**src/rtl/dser_pkg.sv**
```systemverilog
// Package: shared types and default sizes for the discriminator row serializer.
// Assumes: consumers import it; nothing here holds state.
package dser_pkg;

    // Synchronisation scheme chosen by the acquisition side
    typedef enum logic {
        SYNC_MARKER = 1'b0,
        SYNC_GATED  = 1'b1
    } sync_mode_e;

    localparam int DEF_ROW_BITS    = 128;
    localparam int DEF_LANES       = 16;
    localparam int DEF_ARRAY_LINES = 576;
    localparam int DEF_TEST_LINES  = 2;

endpackage

```
**src/rtl/dser_word_sel.sv**
```systemverilog
// Module: picks the word loaded into the lanes.
// It is either the masked discriminator row or the unmasked test pattern.
// Assumes: use_pat is valid in the cycle row_load is high.
module dser_word_sel #(
    parameter int ROW_BITS = 128
) (
    input  logic [ROW_BITS-1:0] disc,
    input  logic [ROW_BITS-1:0] mask,
    input  logic [ROW_BITS-1:0] pattern,
    input  logic                use_pat,
    output logic [ROW_BITS-1:0] word
);

    logic [ROW_BITS-1:0] masked;

    // Clear every disabled discriminator
    always_comb masked = disc & ~mask;

    // The pattern bypasses the mask
    always_comb word = use_pat ? pattern : masked;

endmodule

```
**src/rtl/dser_lane.sv**
```systemverilog
// Module: one serial pad.
// A LANE_BITS shift register, loaded in parallel and emptied MSB first.
// Assumes: load has priority over shift; zeros fill in from the bottom.
module dser_lane #(
    parameter int LANE_BITS = 8
) (
    input  logic                 clk,
    input  logic                 rst_n,
    input  logic                 load,
    input  logic                 shift,
    input  logic [LANE_BITS-1:0] din,
    output logic                 sout
);

    logic [LANE_BITS-1:0] sr_q;

    // Parallel load, or advance by one bit
    always_ff @(posedge clk) begin
        if (!rst_n) begin
            sr_q <= '0;
        end else if (load) begin
            sr_q <= din;
        end else if (shift) begin
            sr_q <= {sr_q[LANE_BITS-2:0], 1'b0};
        end
    end

    // The pad always shows the top bit
    always_comb sout = sr_q[LANE_BITS-1];

endmodule

```
**src/rtl/dser_frame_ctl.sv**
```systemverilog
// Module: frame and timing control.
// It holds the bit phase, the bit count inside a line, the line index inside
// a frame, the marker, and the gate of the forwarded clock.
// Assumes: row_load is a single-cycle pulse, at most once per 2*LANE_BITS cycles.
module dser_frame_ctl
    import dser_pkg::*;
#(
    parameter int ARRAY_LINES = 576,
    parameter int TEST_LINES  = 2,
    parameter int LANE_BITS   = 8
) (
    input  logic clk,
    input  logic rst_n,
    input  logic row_load,
    input  logic op_ext,
    input  logic xfer_test,
    input  logic sync_sel,
    input  logic sync_req,
    output logic use_pat,
    output logic shift_en,
    output logic marker,
    output logic dclk_out
);

    localparam int FRAME_MAX = ARRAY_LINES + TEST_LINES;
    localparam int IDX_W     = (FRAME_MAX > 1) ? $clog2(FRAME_MAX) : 1;
    localparam int BCNT_W    = (LANE_BITS > 1) ? $clog2(LANE_BITS) : 1;

    sync_mode_e         mode;
    logic [IDX_W-1:0]   next_idx_q;
    logic [IDX_W-1:0]   last_idx;
    logic [BCNT_W-1:0]  bit_cnt_q;
    logic               phase_q;
    logic               active_q;
    logic               mark_q;
    logic               clk_en_q;
    logic               is_last;
    logic               is_first;
    logic               line_done;

    // Decode the synchronisation scheme
    always_comb mode = sync_mode_e'(sync_sel);

    // Index of the final line for the current frame length
    always_comb last_idx = op_ext ? IDX_W'(FRAME_MAX - 1) : IDX_W'(ARRAY_LINES - 1);

    // Classify the line about to be loaded
    always_comb begin
        is_last  = (next_idx_q >= last_idx);
        is_first = (next_idx_q == '0);
        use_pat  = xfer_test | (next_idx_q >= IDX_W'(ARRAY_LINES));
    end

    // A shift happens at the end of the second cycle of each bit
    always_comb shift_en = phase_q & ~row_load;

    // The final shift of a line
    always_comb line_done = shift_en & active_q & (bit_cnt_q == BCNT_W'(LANE_BITS - 1));

    // Bit phase: cleared by a load, toggles otherwise
    always_ff @(posedge clk) begin
        if (!rst_n) begin
            phase_q <= 1'b0;
        end else if (row_load) begin
            phase_q <= 1'b0;
        end else begin
            phase_q <= ~phase_q;
        end
    end

    // Bit count and activity inside the current line
    always_ff @(posedge clk) begin
        if (!rst_n) begin
            bit_cnt_q <= '0;
            active_q  <= 1'b0;
        end else if (row_load) begin
            bit_cnt_q <= '0;
            active_q  <= 1'b1;
        end else if (shift_en && active_q) begin
            bit_cnt_q <= bit_cnt_q + 1'b1;
            if (line_done) begin
                active_q <= 1'b0;
            end
        end
    end

    // Line index, which wraps at the frame end
    always_ff @(posedge clk) begin
        if (!rst_n) begin
            next_idx_q <= '0;
        end else if (row_load) begin
            next_idx_q <= is_last ? '0 : next_idx_q + 1'b1;
        end
    end

    // Marker: set for a requested last line, cleared when that line finishes
    always_ff @(posedge clk) begin
        if (!rst_n) begin
            mark_q <= 1'b0;
        end else if (row_load) begin
            mark_q <= is_last & sync_req;
        end else if (line_done) begin
            mark_q <= 1'b0;
        end
    end

    // Clock gate for gated mode: changes only when a first line is loaded
    always_ff @(posedge clk) begin
        if (!rst_n) begin
            clk_en_q <= 1'b0;
        end else if (row_load && is_first) begin
            clk_en_q <= sync_req;
        end
    end

    // Forwarded clock is high in the second half of every bit
    always_comb dclk_out = phase_q & ((mode == SYNC_MARKER) | clk_en_q);

    // Marker goes straight to the pad
    always_comb marker = mark_q;

endmodule

```
**src/rtl/disc_row_serializer.sv**
```systemverilog
// Module: top level of the discriminator row serializer.
// Splits a ROW_BITS row into LANES pads of ROW_BITS/LANES bits each.
// Assumes: ROW_BITS is a multiple of LANES; mask and pattern are static
// while a row is being loaded.
module disc_row_serializer
    import dser_pkg::*;
#(
    parameter int ROW_BITS    = DEF_ROW_BITS,
    parameter int LANES       = DEF_LANES,
    parameter int ARRAY_LINES = DEF_ARRAY_LINES,
    parameter int TEST_LINES  = DEF_TEST_LINES
) (
    input  logic                clk,
    input  logic                rst_n,
    input  logic                row_load,
    input  logic [ROW_BITS-1:0] row_data,
    input  logic [ROW_BITS-1:0] disc_mask,
    input  logic [ROW_BITS-1:0] test_pattern,
    input  logic                op_ext,
    input  logic                xfer_test,
    input  logic                sync_sel,
    input  logic                sync_req,
    output logic [LANES-1:0]    sdata,
    output logic                marker,
    output logic                dclk_out
);

    localparam int LANE_BITS = ROW_BITS / LANES;

    logic                use_pat;
    logic                shift_en;
    logic [ROW_BITS-1:0] word;

    dser_frame_ctl #(
        .ARRAY_LINES (ARRAY_LINES),
        .TEST_LINES  (TEST_LINES),
        .LANE_BITS   (LANE_BITS)
    ) u_ctl (
        .clk       (clk),
        .rst_n     (rst_n),
        .row_load  (row_load),
        .op_ext    (op_ext),
        .xfer_test (xfer_test),
        .sync_sel  (sync_sel),
        .sync_req  (sync_req),
        .use_pat   (use_pat),
        .shift_en  (shift_en),
        .marker    (marker),
        .dclk_out  (dclk_out)
    );

    dser_word_sel #(
        .ROW_BITS (ROW_BITS)
    ) u_sel (
        .disc    (row_data),
        .mask    (disc_mask),
        .pattern (test_pattern),
        .use_pat (use_pat),
        .word    (word)
    );

    // One shift register per pad; lane k owns word slice k
    for (genvar k = 0; k < LANES; k++) begin : g_lane
        dser_lane #(
            .LANE_BITS (LANE_BITS)
        ) u_lane (
            .clk   (clk),
            .rst_n (rst_n),
            .load  (row_load),
            .shift (shift_en),
            .din   (word[k*LANE_BITS +: LANE_BITS]),
            .sout  (sdata[k])
        );
    end

endmodule

```
**config.mk**
```make
export PLATFORM = sky130hd
export DESIGN_NAME = disc_row_serializer
export DESIGN_NICKNAME = d
export VERILOG_FILES = /design/src/rtl/dser_pkg.sv /design/src/rtl/dser_word_sel.sv /design/src/rtl/dser_lane.sv /design/src/rtl/dser_frame_ctl.sv /design/src/rtl/disc_row_serializer.sv
export SDC_FILE = /design/constraint.sdc
export NUM_CORES = 1
export LEC_CHECK = 0
export ABC_AREA = 1
export BUFFER_PORTS_ARGS = -buffer_cell sky130_fd_sc_hd__buf_2
export CORE_AREA = 2 2 157 159
export CTS_BUF_LIST = sky130_fd_sc_hd__clkbuf_8 sky130_fd_sc_hd__clkbuf_16
export CTS_CLUSTER_DIAMETER = 60
export DETAILED_ROUTE_END_ITERATION = 10
export DIE_AREA = 0 0 159 161
export GPL_TIMING_DRIVEN = 0
export PLACE_DENSITY = 0.66
export SLEW_MARGIN = 10
export SYNTH_ARGS = -nofsm -noshare
export SYNTH_HDL_FRONTEND = slang
export SYNTH_SLANG_ARGS = --single-unit
export TNS_END_PERCENT = 1
```
**constraint.sdc**
```tcl
create_clock -name clk -period 1.8 [get_ports clk]
set_input_delay 0.27 -clock clk [delete_from_list [all_inputs] [get_ports clk]]
set_output_delay 0.27 -clock clk [all_outputs]
set_load 0.05 [all_outputs]
```
**Yosys cells after proc, flatten, opt, wreduce, memory -nomap -nowiden**

Index checks and enable logic that the tools add are counted.

- Magnitude comparators: 2
- Add/subtract/negate cells: 2
- Reductions and logical operators: 8
- Equal/unequal tests: 1
- Muxes and demuxes: 39
- Bitwise gates (word level): 13
- Divide/modulo/power cells: 0
- Multipliers: 0
- Shift-type cells: 0

Operators by type and width:

| kind | number |
|---|---|
| 8-bit two-way mux | 32 |
| 128-bit AND | 1 |
| 128-bit two-way mux | 1 |
| 128-bit inverter | 1 |
| 10-bit by 1-bit adder with 10-bit output, second input constant | 1 |
| 10-bit >= comparator | 1 |
| 10-bit >= comparator, second input constant | 1 |
| 10-bit zero test | 1 |
| 10-bit two-way mux | 1 |
| 7-bit two-way mux | 1 |
| 2-bit nonzero test | 3 |
| 1-bit AND | 5 |
| 1-bit two-way mux | 4 |
| 1-bit inverter | 4 |
| 3-bit by 1-bit adder with 3-bit output, second input constant | 1 |
| 3-bit == test, second input constant | 1 |
| 1-bit logical AND | 2 |
| 1-bit bitwise OR | 2 |
| 2-bit AND reduction | 1 |
| 2-bit OR reduction | 1 |

- Bits in read-only memories: 0
- Memories: 0
- Logic and storage cells: 87
- Input bits: 391
- Latch bits: 0
- Register bits after elaboration: 145
- Bits in writable memories: 0

**Logic depth before layout (Yosys ltp)**

Gate-level depths: netlist (run 1).

- Depth in word-level cells: 7
- Depth in mapped cells: 10
- Mapped depth without buffers: 10

**Modules after synthesis**

A second synthesis (run 1) with hierarchy kept.

- Cell total of the unflattened synthesis: 1,641
- Area, all modules: 9,673.0 µm²

By module, submodules not included:

| module | sequential area each (µm²) | cells each | instances | area each (µm²) |
|---|---|---|---|---|
| dser_lane | 160.2 | 60 | 16 | 399.1 |
| dser_word_sel | 0.0 | 541 | 1 | 2,283.4 |
| dser_frame_ctl | 340.3 | 140 | 1 | 1,003.5 |

**Least setup slack after synthesis (run 1)**

OpenSTA, ideal clock, no wires.

- Kind: register -> output
- From: register u_ctl.phase_q
- To: output dclk_out
- Path buffers: 0
- Setup slack: -0.023 ns
- Cell stages (with the launch flop): 2
- Data arrival time: 1.553 ns
- Required time: 1.530 ns
- Cell sequence: dfxtp_1 > a21boi_0

- Cells in the longest elaborated chain, start to end: 1

RTL lines:

| what | RTL line | RTL |
|---|---|---|
| from (decl) | dser_frame_ctl.sv:33 | `logic phase_q;` |
| from (signal assigned) | dser_frame_ctl.sv:67 | `phase_q <= ~phase_q;` |
| 1-bit AND | dser_frame_ctl.sv:117 | `always_comb dclk_out = phase_q & ((mode == SYNC_MARKER) \| clk_en_q);` |
| to (decl) | disc_row_serializer.sv:25 | `output logic dclk_out` |

Every way passes these cells.

**Worst setup path in the final report (run 1)**

- From: register u_ctl.next_idx_q[7]
- To: register g_lane[14].u_lane.sr_q[0]

- Cells in the longest elaborated chain, start to end: 4

RTL lines:

| what | RTL line | RTL |
|---|---|---|
| from (decl) | dser_frame_ctl.sv:30 | `logic [IDX_W-1:0] next_idx_q;` |
| from (signal assigned) | dser_frame_ctl.sv:92 | `next_idx_q <= is_last ? '0 : next_idx_q + 1'b1;` |
| 10-bit >= comparator | dser_frame_ctl.sv:51 | `use_pat = xfer_test \| (next_idx_q >= IDX_W'(ARRAY_LINES));` |
| 1-bit bitwise OR | dser_frame_ctl.sv:51 |  |
| 128-bit two-way mux | dser_word_sel.sv:20 | `always_comb word = use_pat ? pattern : masked;` |
| 8-bit two-way mux | dser_lane.sv:21 | `end else if (load) begin` |
| to (signal assigned) | dser_lane.sv:22 | `sr_q <= din;` |
| to (signal assigned) | dser_lane.sv:24 | `sr_q <= {sr_q[LANE_BITS-2:0], 1'b0};` |
| to (decl) | dser_lane.sv:15 | `logic [LANE_BITS-1:0] sr_q;` |

Every way passes these cells.
A chain may end at the register's enable or synchronous reset.

==> flow_metrics.env, run 1 <==
export IMPL_async_reset_ff_share_pct=0
export IMPL_grt_antenna_before_repair=2
export IMPL_std_cell_rows=57
export IMPL_setup_worst_path_start_class="flop"
export IMPL_nNetsFinal=2280
export IMPL_cts_made_buffers=17
export IMPL_floorplan_die_width_um=159
export IMPL_max_slew_violation_count=0
export IMPL_final_antenna_net_count=0
export IMPL_endpoint_kind="flop"
export IMPL_ys_dominant_reg_cell="dfxtp_1"
export IMPL_period_share_pct=96.5
export IMPL_initial_utilization_pct=37.2
export IMPL_finalHoldViolCount=0
export IMPL_switching_share_pct=28.3
export IMPL_max_cap_violations=0
export IMPL_first_pass_iters=5
export IMPL_cts_tree="built"
export IMPL_setup_violations_final=0
export IMPL_p_clk_share_pct=40.0
export IMPL_synth_edff_count=0
export IMPL_cts_hold_buffers_added=0
export IMPL_global_route_usage_total_pct=23.7
export IMPL_grt_pass1_wl_mm=48.0
export IMPL_grt_max_degree=17
export IMPL_wl_per_cell_um=14.0
export IMPL_yosys_top_cells_count="inv_1, nand2_1, dfxtp_1"
export IMPL_regToRegSetupSlack_ns=0.06
export IMPL_sequentialPowerShare_pct=40.0
export IMPL_setup_worst_path_start="u_ctl.next_idx_q[7]"
export IMPL_vdd_drop_max_v=0.000534
export IMPL_clk_latency_ns=0.42
export IMPL_run_status="completed"
export IMPL_worst_r2r_path_depth=8
export IMPL_finalWorstPathRequiredPeriod_ns=1.74
export IMPL_arrival_ns=2.02
export IMPL_syn_inst=1450
export IMPL_yosys_register_bits=145
export IMPL_post_detailed_placement_cell_area_mm2=0.0114
export IMPL_vias=10000
export IMPL_yosysMostFrequentCell="inv_1"
export IMPL_syn_avg_cell_area_um2=6.15
export IMPL_critPathRequiredTime_ns=2.09
export IMPL_grt_pass1_vias=9482
export IMPL_yosysUniqueCellTypes=29
export IMPL_cts_root_to_sink_buffers=2
export IMPL_p_int_mw=6.20
export IMPL_clock_sinks=145
export IMPL_leakage_nw=6.24
export IMPL_postLayoutCellArea_mm2=0.0120
export IMPL_worst_pin_slew_ns=0.680
export IMPL_comb_power_share_pct=20.0
export IMPL_critPathMaxFanout=10
export IMPL_timing_max_slew_rel_slack_pct=54.7
export IMPL_worstReg2RegStart="u_ctl.next_idx_q[7]"
export IMPL_io_pin_count=409
export IMPL_timing_rr_end="g_lane[14].u_lane.sr_q[0]"
export IMPL_unrepaired_setup_endpoints_after_global_routing="yes"
export IMPL_synthToLayoutAreaGrowth_pct=34.5
export IMPL_clock_skew_final_ns=0.00931
export IMPL_place_hpwl_mm=24.6
export IMPL_pwr_density_cell_mw_per_mm2=721
export IMPL_post_synthesis_instance_area_mm2=0.00892
export IMPL_syn_nets=1851
export IMPL_max_clock_freq_mhz=575
export IMPL_synth_top_cell_by_area="dfxtp_1"
export IMPL_synth_top_cell_area_share_pct=32.5
export IMPL_drcViolationCount=0
export IMPL_port_buffers=408
export IMPL_vias_per_cell=4.51
export IMPL_fp_dieArea_mm2=0.0256
export IMPL_die_h_um=161
export IMPL_synth_top_cells_by_area="dfxtp_1, inv_1, o21ai_0, nand2_1, nand3_1"
export IMPL_hold_path_class="input port to flop"
export IMPL_timing_worst_setup_path_type="flop to flop"
export IMPL_detail_route_iter0_violations=336
export IMPL_ctsHtreeMaxLevel=4
export IMPL_setup_tns_ns=0
export IMPL_power_net_switching_mw=2.45
export IMPL_synth_sequential_area_ratio_pct=32.5
export IMPL_place_congestion=0.866
export IMPL_clockRootBuffer="clkbuf_16"
export IMPL_fraction_of_layout_cells_with_a_size_suffix_above_1_pct=27.3
export IMPL_cp_endpoint="g_lane[14].u_lane.sr_q[0]"
export IMPL_synth_warning_count=0
export IMPL_cts_reportedPaths_clkPinSlew_ns=0.06
export IMPL_core_area_mm2=0.0240
export IMPL_post_route_wl_mm=31.0
export IMPL_overflow=0
cells by family after synthesis:
| family | after synthesis | synth area share [%] |
|---|---|---|
| adders and majority gates | 10 | 1.40 |
| xor gates and xnor gates | 5 | 0.491 |
| buffers and inverters | 580 | 25.9 |
| AOI/OAI and AO/OA | 397 | 24.4 |
| DFF | 145 | 32.5 |
| and+or+nand+nor | 313 | 15.3 |
per-stage QoR:
step                hold slack, ns  total power [mW]  cells  worst slack, ns  util [%]
floorplan                    0.400              4.49   1450            0.339         -
global placement             0.448              5.24   2182           -0.603      47.5
detailed placement           0.449              5.26   2182           -0.603      47.5
CTS                          0.104              8.75   2216           0.0271      50.0
global route                 0.113              9.14   2217          -0.0298      50.1
finish                       0.120              8.65   2218           0.0622      50.1
layout by cell type (no fill, tap or decap), types with 2 or more instances in the layout:
cell type and n:
a21oi_1 118, buf_1 6, buf_2 435, buf_4 22, buf_6 4, bufinv_16 2
clkbuf_1 24, clkbuf_16 17, clkbuf_2 7, clkbuf_4 4, clkinv_2 5, clkinvlp_4 6
dfxtp_1 145, diode_2 2, ha_1 10, inv_1 481, inv_2 5, nand2_1 164
nand3_1 123, nand4_1 2, nor2_1 18, nor2_4 2, o211ai_1 16, o21ai_0 129
o21ai_1 34, o22ai_1 97, xor2_1 4
area by class of cell:
cell class / count / area, µm²
timing repair buffer: 410 / 2060
sequential: 145 / 2900
multi-input combinational: 725 / 3710
clock inverter: 14 / 139
fill: 2544 / 12000
clock buffer: 18 / 439
tap: 324 / 405
buffer: 93 / 523
antenna: 2 / 5.00
inverter: 487 / 1830
timing repair:
item / in CTS / in global routing
resized for setup: 11 / 9
gates cloned: 0 / 0
pin swaps: 1 / 1
endpoints found under the setup margin: 116 / 53
buffers inserted: 2 / 0
power by group through the flow:
stage | clock [mW] | combinational (mW) | sequential (mW)
after floorplan | 0 | 0.972 | 3.52
after global placement | 0 | 1.71 | 3.53
after detailed placement | 0 | 1.73 | 3.54
after CTS | 3.54 | 1.74 | 3.46
after global routing | 3.71 | 1.95 | 3.48
final | 3.46 | 1.73 | 3.47
sequential cells by signal (all words and copies together), names as in the netlist:
signal              count
g_lane.u_lane.sr_q    128
u_ctl.next_idx_q       10
u_ctl.bit_cnt_q         3
u_ctl.active_q          1
u_ctl.clk_en_q          1
u_ctl.marker            1
u_ctl.phase_q           1
worst min path at each step:
stage / slack [ns] / startpoint / cells after the start / endpoint
floorplan: 0.40 / row_load / 2 / u_ctl.active_q
global placement: 0.45 / u_ctl.clk_en_q / 2 / u_ctl.clk_en_q
detailed placement: 0.45 / u_ctl.clk_en_q / 2 / u_ctl.clk_en_q
CTS: 0.10 / test_pattern[32] / 3 / g_lane[4].u_lane.sr_q[0]
global route: 0.11 / test_pattern[8] / 3 / g_lane[1].u_lane.sr_q[0]
finish: 0.12 / test_pattern[72] / 3 / g_lane[9].u_lane.sr_q[0]
worst max-delay path, cell delays in order (launching register included):
cell and delay [ns]:
dfxtp_1 0.35, inv_2 0.10, nand3_2 0.10, a21oi_4 0.24, buf_6 0.22, buf_6 0.22
o21ai_1 0.10, o211ai_1 0.16, o21ai_1 0.11
routing by layer:
metal	GRT usage [%]	up-vias	routed length (µm)	part of all wire, %
met2	43.0	283	15500	50
met1	28.3	4372	13400	43
li1	-	5326	-	-
met4	7.73	0	607	2.0
met5	0	-	0	0
met3	4.31	33	1510	4.9
No activity file was read; power rests on OpenSTA's default activity.
==> inputs of run 2 (changes only) <==
- CORE_AREA: 2 2 157 159 -> 2 2 160 162
- DIE_AREA: 0 0 159 161 -> 0 0 162 164
- PLACE_DENSITY: 0.66 -> not set
- clock period: 1.8 -> 2.1 ns (I/O delays scaled with it)
==> run 2 against run 1 <==
Net effect:
- combinational power shrank 14%
- routed wire length grew 0.22%
- maximum frequency down 9.4%
- clock-buffer cell count rose by 1
- critical path type unchanged
- largest power group is now clock
==> flow_metrics.env, run 2 (synthesis results as in run 1) <==
export IMPL_run_status="completed"
export IMPL_cp_endpoint="g_lane[14].u_lane.sr_q[0]"
export IMPL_setup_worst_path_start_class="flop"
export IMPL_final_seq_area_mm2=0.00290
export IMPL_max_clock_freq_mhz=522
export IMPL_mostFrequentLayoutCells="inv_1, buf_2, nand2_1"
export IMPL_finalNonFillerCells=2223
export IMPL_multi_input_comb_area_mm2=0.00371
export IMPL_critPathRequiredTime_ns=2.38
export IMPL_hold_path_class="input port to flop"
export IMPL_layout_commonest_cell="inv_1"
export IMPL_worstReg2RegStart="u_ctl.next_idx_q[7]"
export IMPL_critPathMaxFanout=10
export IMPL_wl_per_cell_um=14.0
export IMPL_timing_rr_end="g_lane[14].u_lane.sr_q[0]"
export IMPL_cts_reportedPaths_clkPinSlew_ns=0.06
export IMPL_max_slew_violation_count=0
export IMPL_global_route_usage_total_pct=23.0
export IMPL_pwr_density_cell_mw_per_mm2=631
export IMPL_largestRegisters="g_lane.u_lane.sr_q x128, u_ctl.next_idx_q x10, u_ctl.bit_cnt_q x3"
export IMPL_io_pin_count=409
export IMPL_detail_route_iter0_violations=474
export IMPL_ctsHtreeMaxLevel=4
export IMPL_post_detailed_placement_cell_area_mm2=0.0114
export IMPL_largest_register_ffs=128
export IMPL_floorplan_die_width_um=162
export IMPL_postLayoutCoreUtil_pct=48.5
export IMPL_grt_antenna_before_repair=1
export IMPL_regToRegSetupSlack_ns=0.18
export IMPL_overflow=0
export IMPL_clock_sinks=145
export IMPL_initial_utilization_pct=36.0
export IMPL_finalWorstPathRequiredPeriod_ns=1.92
export IMPL_largest_register="g_lane.u_lane.sr_q"
export IMPL_timing_max_slew_rel_slack_pct=48.4
export IMPL_setup_worst_path_start="u_ctl.next_idx_q[7]"
export IMPL_clk_latency_ns=0.42
export IMPL_core_area_mm2=0.0248
export IMPL_timing_worst_setup_path_type="flop to flop"
export IMPL_std_cell_rows=58
export IMPL_clock_skew_final_ns=0.0106
export IMPL_leakage_nw=6.25
export IMPL_postLayoutCellArea_mm2=0.0120
export IMPL_cts_root_to_sink_buffers=2
export IMPL_diodes=0
export IMPL_place_congestion=0.822
export IMPL_max_cap_violations=0
export IMPL_unrepaired_setup_endpoints_after_global_routing="no"
export IMPL_synthToLayoutAreaGrowth_pct=34.8
export IMPL_post_route_wl_mm=31.0
export IMPL_cts_hold_buffers_added=0
export IMPL_cts_made_buffers=17
export IMPL_first_pass_iters=5
export IMPL_fp_dieArea_mm2=0.0266
export IMPL_grt_pass1_vias=9498
export IMPL_drcViolationCount=0
export IMPL_clockRootBuffer="clkbuf_16"
export IMPL_nNetsFinal=2281
export IMPL_vias_per_cell=4.53
export IMPL_placed_instances=2188
export IMPL_cts_tree="built"
export IMPL_period_share_pct=91.3
export IMPL_num_fill_cells=2700
export IMPL_setup_violations_final=0
export IMPL_endpoint_kind="flop"
export IMPL_finalHoldViolCount=0
export IMPL_arrival_ns=2.20
export IMPL_fraction_of_layout_cells_with_a_size_suffix_above_1_pct=26.9
export IMPL_worst_r2r_path_depth=9
export IMPL_vias=10100
export IMPL_grt_max_degree=17
export IMPL_port_buffers=408
export IMPL_vdd_drop_max_v=0.000359
export IMPL_final_antenna_net_count=0
export IMPL_die_h_um=164
export IMPL_worst_pin_slew_ns=0.765
export IMPL_grt_pass1_wl_mm=47.3
export IMPL_place_hpwl_mm=24.7
-- run 2: cell types whose count changed in the layout (fill, tap and decap cells not counted), sizes merged --
cell,change
clkbuf,-2
buf,+4
inv,+4
bufinv,+1
diode,-2
clkinvlp,-3
clkinv,-3
-- run 2: worst max-delay path, cell delays in order (launching register included) --
cell and delay [ns]:
dfxtp_1 0.35, inv_2 0.10, nand3_2 0.10, a21oi_4 0.22, buf_4 0.17, buf_6 0.16
buf_4 0.28, o21ai_1 0.11, o211ai_1 0.16, o21ai_1 0.11
-- run 2: per-layer routing --
layer	routed length [µm]	part of all wire (%)	track usage (%)
met1	13200	43	27.3
met2	15600	50	42.6
met3	1760	5.7	4.42
met4	402	1.3	5.35
met5	0	0	0
-- run 2: final cells by class --
cell class,instances,area share [%]
repair buffers,411,17.3
plain buffers,93,4.07
multi-input cells,725,30.8
flip-flops and latches,145,24.1
well taps,330,3.43
clock buffers,19,3.77
inverters,487,15.2
clock inverters,13,1.33
-- run 2: worst min-delay path by stage --
| stage | from | endpoint | slack, ns | cells past startpoint |
|---|---|---|---|---|
| after floorplan | u_ctl.clk_en_q | u_ctl.clk_en_q | 0.42 | 2 |
| after global placement | u_ctl.clk_en_q | u_ctl.clk_en_q | 0.44 | 2 |
| after detailed placement | u_ctl.clk_en_q | u_ctl.clk_en_q | 0.44 | 2 |
| after CTS | test_pattern[0] | g_lane[0].u_lane.sr_q[0] | 0.14 | 3 |
| after global routing | test_pattern[88] | g_lane[11].u_lane.sr_q[0] | 0.18 | 3 |
| final | test_pattern[48] | g_lane[6].u_lane.sr_q[0] | 0.17 | 3 |
-- run 2: report_power, final --
part	leakage, nW	internal, mW	switching, mW
clock	0.299	1.93	1.21
sequential	1.19	2.92	0.0500
combinational	4.76	0.623	0.858
total	6.25	5.48	2.12
-- run 2: metrics by stage --
| step | TNS [ns] | hold WS, ns | setup slack [ns] | power (mW) |
|---|---|---|---|---|
| finish | 0 | 0.166 | 0.183 | 7.60 |
| detailed placement | -1.32 | 0.440 | -0.437 | 4.51 |
| global route | 0 | 0.179 | 0.00331 | 8.00 |
| global placement | -1.40 | 0.439 | -0.455 | 4.49 |
| floorplan | 0 | 0.424 | 0.232 | 3.85 |
| CTS | 0 | 0.144 | 0.175 | 7.69 |
-- run 2: what timing repair did --
action	4_1_cts	5_1_grt
pin swaps	1	0
gates resized for setup	1	2
endpoints found under the setup margin	11	3
setup buffers	3	0
